<file path="config.mk">
export PLATFORM = sky130hd
export DESIGN_NAME = pdc_chan
export DESIGN_NICKNAME = d
export VERILOG_FILES = /design/src/rtl/pdc_chan.sv
export SDC_FILE = /design/constraint.sdc
export NUM_CORES = 1
export LEC_CHECK = 0
export BUFFER_PORTS_ARGS = -buffer_cell sky130_fd_sc_hd__buf_2
export CAP_MARGIN = 20
export CORE_UTILIZATION = 61
export CTS_CLUSTER_DIAMETER = 200
export DETAILED_ROUTE_END_ITERATION = 12
export GPL_TIMING_DRIVEN = 1
export PLACE_DENSITY = 0.92
export SYNTH_ARGS = -nofsm -noshare
export SYNTH_HDL_FRONTEND = slang
export SYNTH_SLANG_ARGS = --single-unit
</file>
<file path="constraint.sdc">
create_clock -name clk -period 3.68 [get_ports clk]
set_input_delay 0.368 -clock clk [delete_from_list [all_inputs] [get_ports clk]]
set_output_delay 0.368 -clock clk [all_outputs]
set_load 0.005 [all_outputs]
</file>
<file path="src/rtl/pdc_chan.sv">
module pdc_chan #(
  parameter int AW = 16,
  parameter int CW = 16,
  parameter int DW = 8
) (
  input  logic          clk,
  input  logic          rst_n,
  input  logic          reg_we,
  input  logic [5:0]    reg_addr,
  input  logic [31:0]   reg_wdata,
  output logic [31:0]   reg_rdata,
  output logic          mem_req,
  output logic          mem_we,
  output logic [AW-1:0] mem_addr,
  output logic [DW-1:0] mem_wdata,
  input  logic [DW-1:0] mem_rdata,
  input  logic          per_rx_ready,
  input  logic [DW-1:0] per_rx_data,
  output logic          per_rx_take,
  input  logic          per_tx_ready,
  output logic [DW-1:0] per_tx_data,
  output logic          per_tx_load,
  output logic          end_rx,
  output logic          rx_full,
  output logic          end_tx,
  output logic          tx_empty
);
  localparam int RW = 32;
  localparam logic [3:0] W_CMD  = 4'd8;
  localparam logic [3:0] W_STAT = 4'd9;

  logic [AW-1:0] ptr [2];
  logic [AW-1:0] nptr [2];
  logic [CW-1:0] cnt [2];
  logic [CW-1:0] ncnt [2];
  logic [1:0]    en;
  logic          tx_busy;
  logic [3:0]    widx;
  logic [1:0]    reload, done;
  logic          rx_go, tx_go;
  logic          unused_bits;

  assign widx        = reg_addr[5:2];
  assign unused_bits = ^{reg_wdata, reg_addr[1:0]};

  assign rx_go = en[0] && (cnt[0] != '0) && per_rx_ready && !tx_busy;
  assign tx_go = en[1] && (cnt[1] != '0) && per_tx_ready && !tx_busy && !rx_go;
  assign done  = {tx_busy, rx_go};

  assign reload[0] = (cnt[0] == '0) && (ncnt[0] != '0);
  assign reload[1] = (cnt[1] == '0) && (ncnt[1] != '0);

  always_ff @(posedge clk or negedge rst_n) begin
    if (!rst_n) begin
      for (int d = 0; d < 2; d++) begin
        ptr[d]  <= '0;
        nptr[d] <= '0;
        cnt[d]  <= '0;
        ncnt[d] <= '0;
      end
      en      <= '0;
      tx_busy <= 1'b0;
    end else begin
      tx_busy <= tx_go;
      for (int d = 0; d < 2; d++) begin
        if (reg_we && widx == 4'(2*d))
          ptr[d] <= reg_wdata[AW-1:0];
        else if (reload[d])
          ptr[d] <= nptr[d];
        else if (done[d] && cnt[d] != '0)
          ptr[d] <= ptr[d] + 1'b1;

        if (reg_we && widx == 4'(2*d+1))
          cnt[d] <= reg_wdata[CW-1:0];
        else if (reload[d])
          cnt[d] <= ncnt[d];
        else if (done[d] && cnt[d] != '0)
          cnt[d] <= cnt[d] - 1'b1;

        if (reg_we && widx == 4'(4+2*d))
          nptr[d] <= reg_wdata[AW-1:0];

        if (reg_we && widx == 4'(5+2*d))
          ncnt[d] <= reg_wdata[CW-1:0];
        else if (reload[d])
          ncnt[d] <= '0;

        if (reg_we && widx == W_CMD)
          en[d] <= reg_wdata[8*d+1] ? 1'b0 : (reg_wdata[8*d] | en[d]);
      end
    end
  end

  assign mem_req     = rx_go | tx_go;
  assign mem_we      = rx_go;
  assign mem_addr    = rx_go ? ptr[0] : ptr[1];
  assign mem_wdata   = per_rx_data;
  assign per_rx_take = rx_go;
  assign per_tx_load = tx_busy;
  assign per_tx_data = mem_rdata;

  assign end_rx   = (cnt[0] == '0);
  assign rx_full  = end_rx && (ncnt[0] == '0);
  assign end_tx   = (cnt[1] == '0);
  assign tx_empty = end_tx && (ncnt[1] == '0);

  always_comb begin
    case (widx)
      4'd0:    reg_rdata = RW'(ptr[0]);
      4'd1:    reg_rdata = RW'(cnt[0]);
      4'd2:    reg_rdata = RW'(ptr[1]);
      4'd3:    reg_rdata = RW'(cnt[1]);
      4'd4:    reg_rdata = RW'(nptr[0]);
      4'd5:    reg_rdata = RW'(ncnt[0]);
      4'd6:    reg_rdata = RW'(nptr[1]);
      4'd7:    reg_rdata = RW'(ncnt[1]);
      W_STAT:  reg_rdata = {23'b0, en[1], 7'b0, en[0]};
      default: reg_rdata = '0;
    endcase
  end
endmodule

</file>
==> results.md <==
- Full die area: 14100 um2
- FF+latch count, synth: 131
- Final Hold Vio Count: 9
- Most used cell, CP: nand2_1
- Crit share post-route: 91.8%
- Placer Congestion: 0.999
- H-tree Lvls: 4
- Postcts setup bufs: 0
- CTS Hold Bufs: 0
- Core Rows: 42
- Post-route DRC: 0
- Worst rel slew slack: 37.0%
- Clock latency on the worst-skew pair: 420 ps
- RSZ-0062 raised after global routing: no
- Slowest CP cell: o21ai_4
- Unique masters post-synth: 69
- First-pass GRT wire length: 43.8 mm
- Synth top area cells: dfrtp_1 39%, nand2_1 8.5%, a22oi_1 4.8%
- Synth area leader: dfrtp_1
- WP data required: 3310 ps
- Ys Warns: 0
- Synthesized instance count: 1001
- DIE HEIGHT: 119 um
- WP data arrival: 3010 ps
- Placed insts: 1168
- Port bufs: 64
- # resized after CTS: 0
- Starting DRT DRC Count: 1651
- Final Setup Violations: 0
- Worst Hold Class: primary input to asynchronous set/reset pin
- Final ANT Viol Nets: 0
- Starting Density: 62.6%
- CP Launch Type: register
- Synthesized area per cell: 8.32 um2
- Dominant synthesized flop cell: dfrtp_1
- Largest net degree at the start of global routing: 85
- Via count: 8733
- Highest cell delay on the worst timing path: 490 ps
- CTS tree: done
- Setup Crit Path Kind: register to output pin
- Layout cells sized above 1: 16.0%
- Slew @ Worst Pin: 943 ps
- Clk slew on worst S/H paths: 50 ps
- Setup TNS Final: 0 ps
- Crit. End Element: output pin
- Hold slack: -17.1 ps
- Deepest clock path buffer count: 2
- Run status: finished, violations left
- DPL Wire Length: 19.0 mm
- CTS Root Cell: clkbuf_16
- Fill count: 1041
- Synth top area share: 39.4%
- Mapped cell area: 8330 um2
- WL final: 28.2 mm
- Initial antenna violation count: 0
- CTS Buf Count: 17
- Area grow syn2layout: 9.25%
- Routed WL per cell: 23.5 um
- Maximum clock rate: 296 MHz
- Most frequent cell after synthesis: nand2_1
- FF+latch area: 3280 um2
- Power Density: 646 nW/um2
- Max_cap viols: 0
- Clock skew: 10.3 ps
- Ys async rst share: 100%
- Register area share after synthesis: 39.4%
- Die Width: 119 um
- GRT Total Usage: 40.8%
- Top cells by count, synth: 189 x nand2_1, 131 x dfrtp_1, 67 x nor2_1
- Violated checks: hold timing
- Cell chain of the critical path: inv_1 > ha_1 > nor2b_1 > nand4_1 > o21ai_4 > inv_2 > nand2_1 > nand2_1 > buf_2
- Vias in the first global route: 7901
- Clk sinks: 131
- Final nets: 1074
- Vias per std cell: 7.29
- Num ports: 131
- Crit Path Max Fanout: 29
- Non-Filler Instances: 1198
- Final Max Slew Viols: 0
- Leak: 3.86 nW
- Grt ovf: 0
- Diode count: 0
- Post-synth EDFFs: 0
- Worst vdd ir: 0.000340 V
- CORE AREA: 13300 um2
- Multi-input gate area: 4480 um2
- Pre-antenna DRT Iters: 7
- Min cycle time layout: 3380 ps
[area by class of cell]
cell class / instances / share of cell area, %
multi-input combinational: 761 / 49.2
tap: 176 / 2.42
sequential: 131 / 36.0
clock buffer: 25 / 5.34
inverter: 16 / 0.660
timing repair buffer: 84 / 5.24
clock inverter: 5 / 1.10
[report_power, final]
part	total (mW)	switching, mW	internal [mW]
Sequential	2.64	0.750	1.89
Combinational	1.53	0.844	0.682
Clock	1.71	0.604	1.11
Total	5.87	2.20	3.68
[cell families (layout without fill, tap and decap cells)]
group	count (synthesis)	in the layout	synth area share, %
AOI/OAI and AO/OA	260	260	21.0
xor gates and xnor gates	21	21	2.21
adders and majority gates	4	4	0.601
buffers and inverters	124	130	7.54
DFF	131	131	39.4
muxes	37	37	4.96
other	1	16	0.0450
and+or+nand+nor	423	423	24.3
[metal layers]
layer	GRT usage, %	wire length (um)
met1	56.6	10100
met2	56.6	11700
met3	13.1	4720
met4	21.8	1670
met5	0	0
[per-stage QoR]
stage | power [mW] | setup WS [ps] | utilization [%] | instance area (um2)
floorplan | 3.46 | 1380 | - | 8380
global placement | 3.99 | 875 | 64.0 | 8510
detailed placement | 4.07 | 806 | 64.0 | 8510
CTS | 5.79 | 352 | 68.4 | 9100
global route | 6.12 | 105 | 68.4 | 9100
finish | 5.87 | 301 | 68.4 | 9100
[registers in the layout, indices dropped and copies added (netlist names)]
register	count
ptr	32
cnt	32
nptr	32
ncnt	32
per_tx_load	1
en	2
[cells in the final DEF, fill, tap and decap left out, drive strengths merged, types with 8 or more instances in the layout]
master / synthesis / final
a21oi: 50 / 50
a221oi: 19 / 19
a22o: 8 / 8
a22oi: 53 / 53
a31oi: 12 / 12
and2: 10 / 10
buf: 56 / 84
clkbuf: 52 / 25
conb: 1 / 16
dfrtp: 131 / 131
inv: 16 / 16
mux2: 34 / 34
nand2: 189 / 189
nand3: 56 / 56
nand4: 25 / 25
nor2: 68 / 68
nor3: 26 / 26
nor4: 18 / 18
o21ai: 61 / 61
o22ai: 8 / 8
xnor2: 11 / 11
xor2: 10 / 10
[critical path, delay by kind of cell (launching register included)]
| kind | cells | cell delay (ps) |
|---|---|---|
| and+or+nand+nor | 4 | 780 |
| adders and majority gates | 1 | 220 |
| AOI/OAI and AO/OA | 1 | 490 |
| DFF | 1 | 430 |
| buffers and inverters | 3 | 630 |
[final timing paths]
path	startpoint	end	slack, ps	cells past startpoint
worst max-delay path	cnt[16]	mem_addr[4]	300	9
worst min-delay path	rst_n	cnt[14]	-20	1
worst max register to register	cnt[0]	cnt[0]	590	11
worst min register to register	nptr[18]	nptr[18]	540	1
max in group asynchronous	rst_n	ncnt[29]	2810	2
min in group clk	reg_wdata[15]	ncnt[15]	290	3
Note: power is estimated with default switching activity, not from simulation.
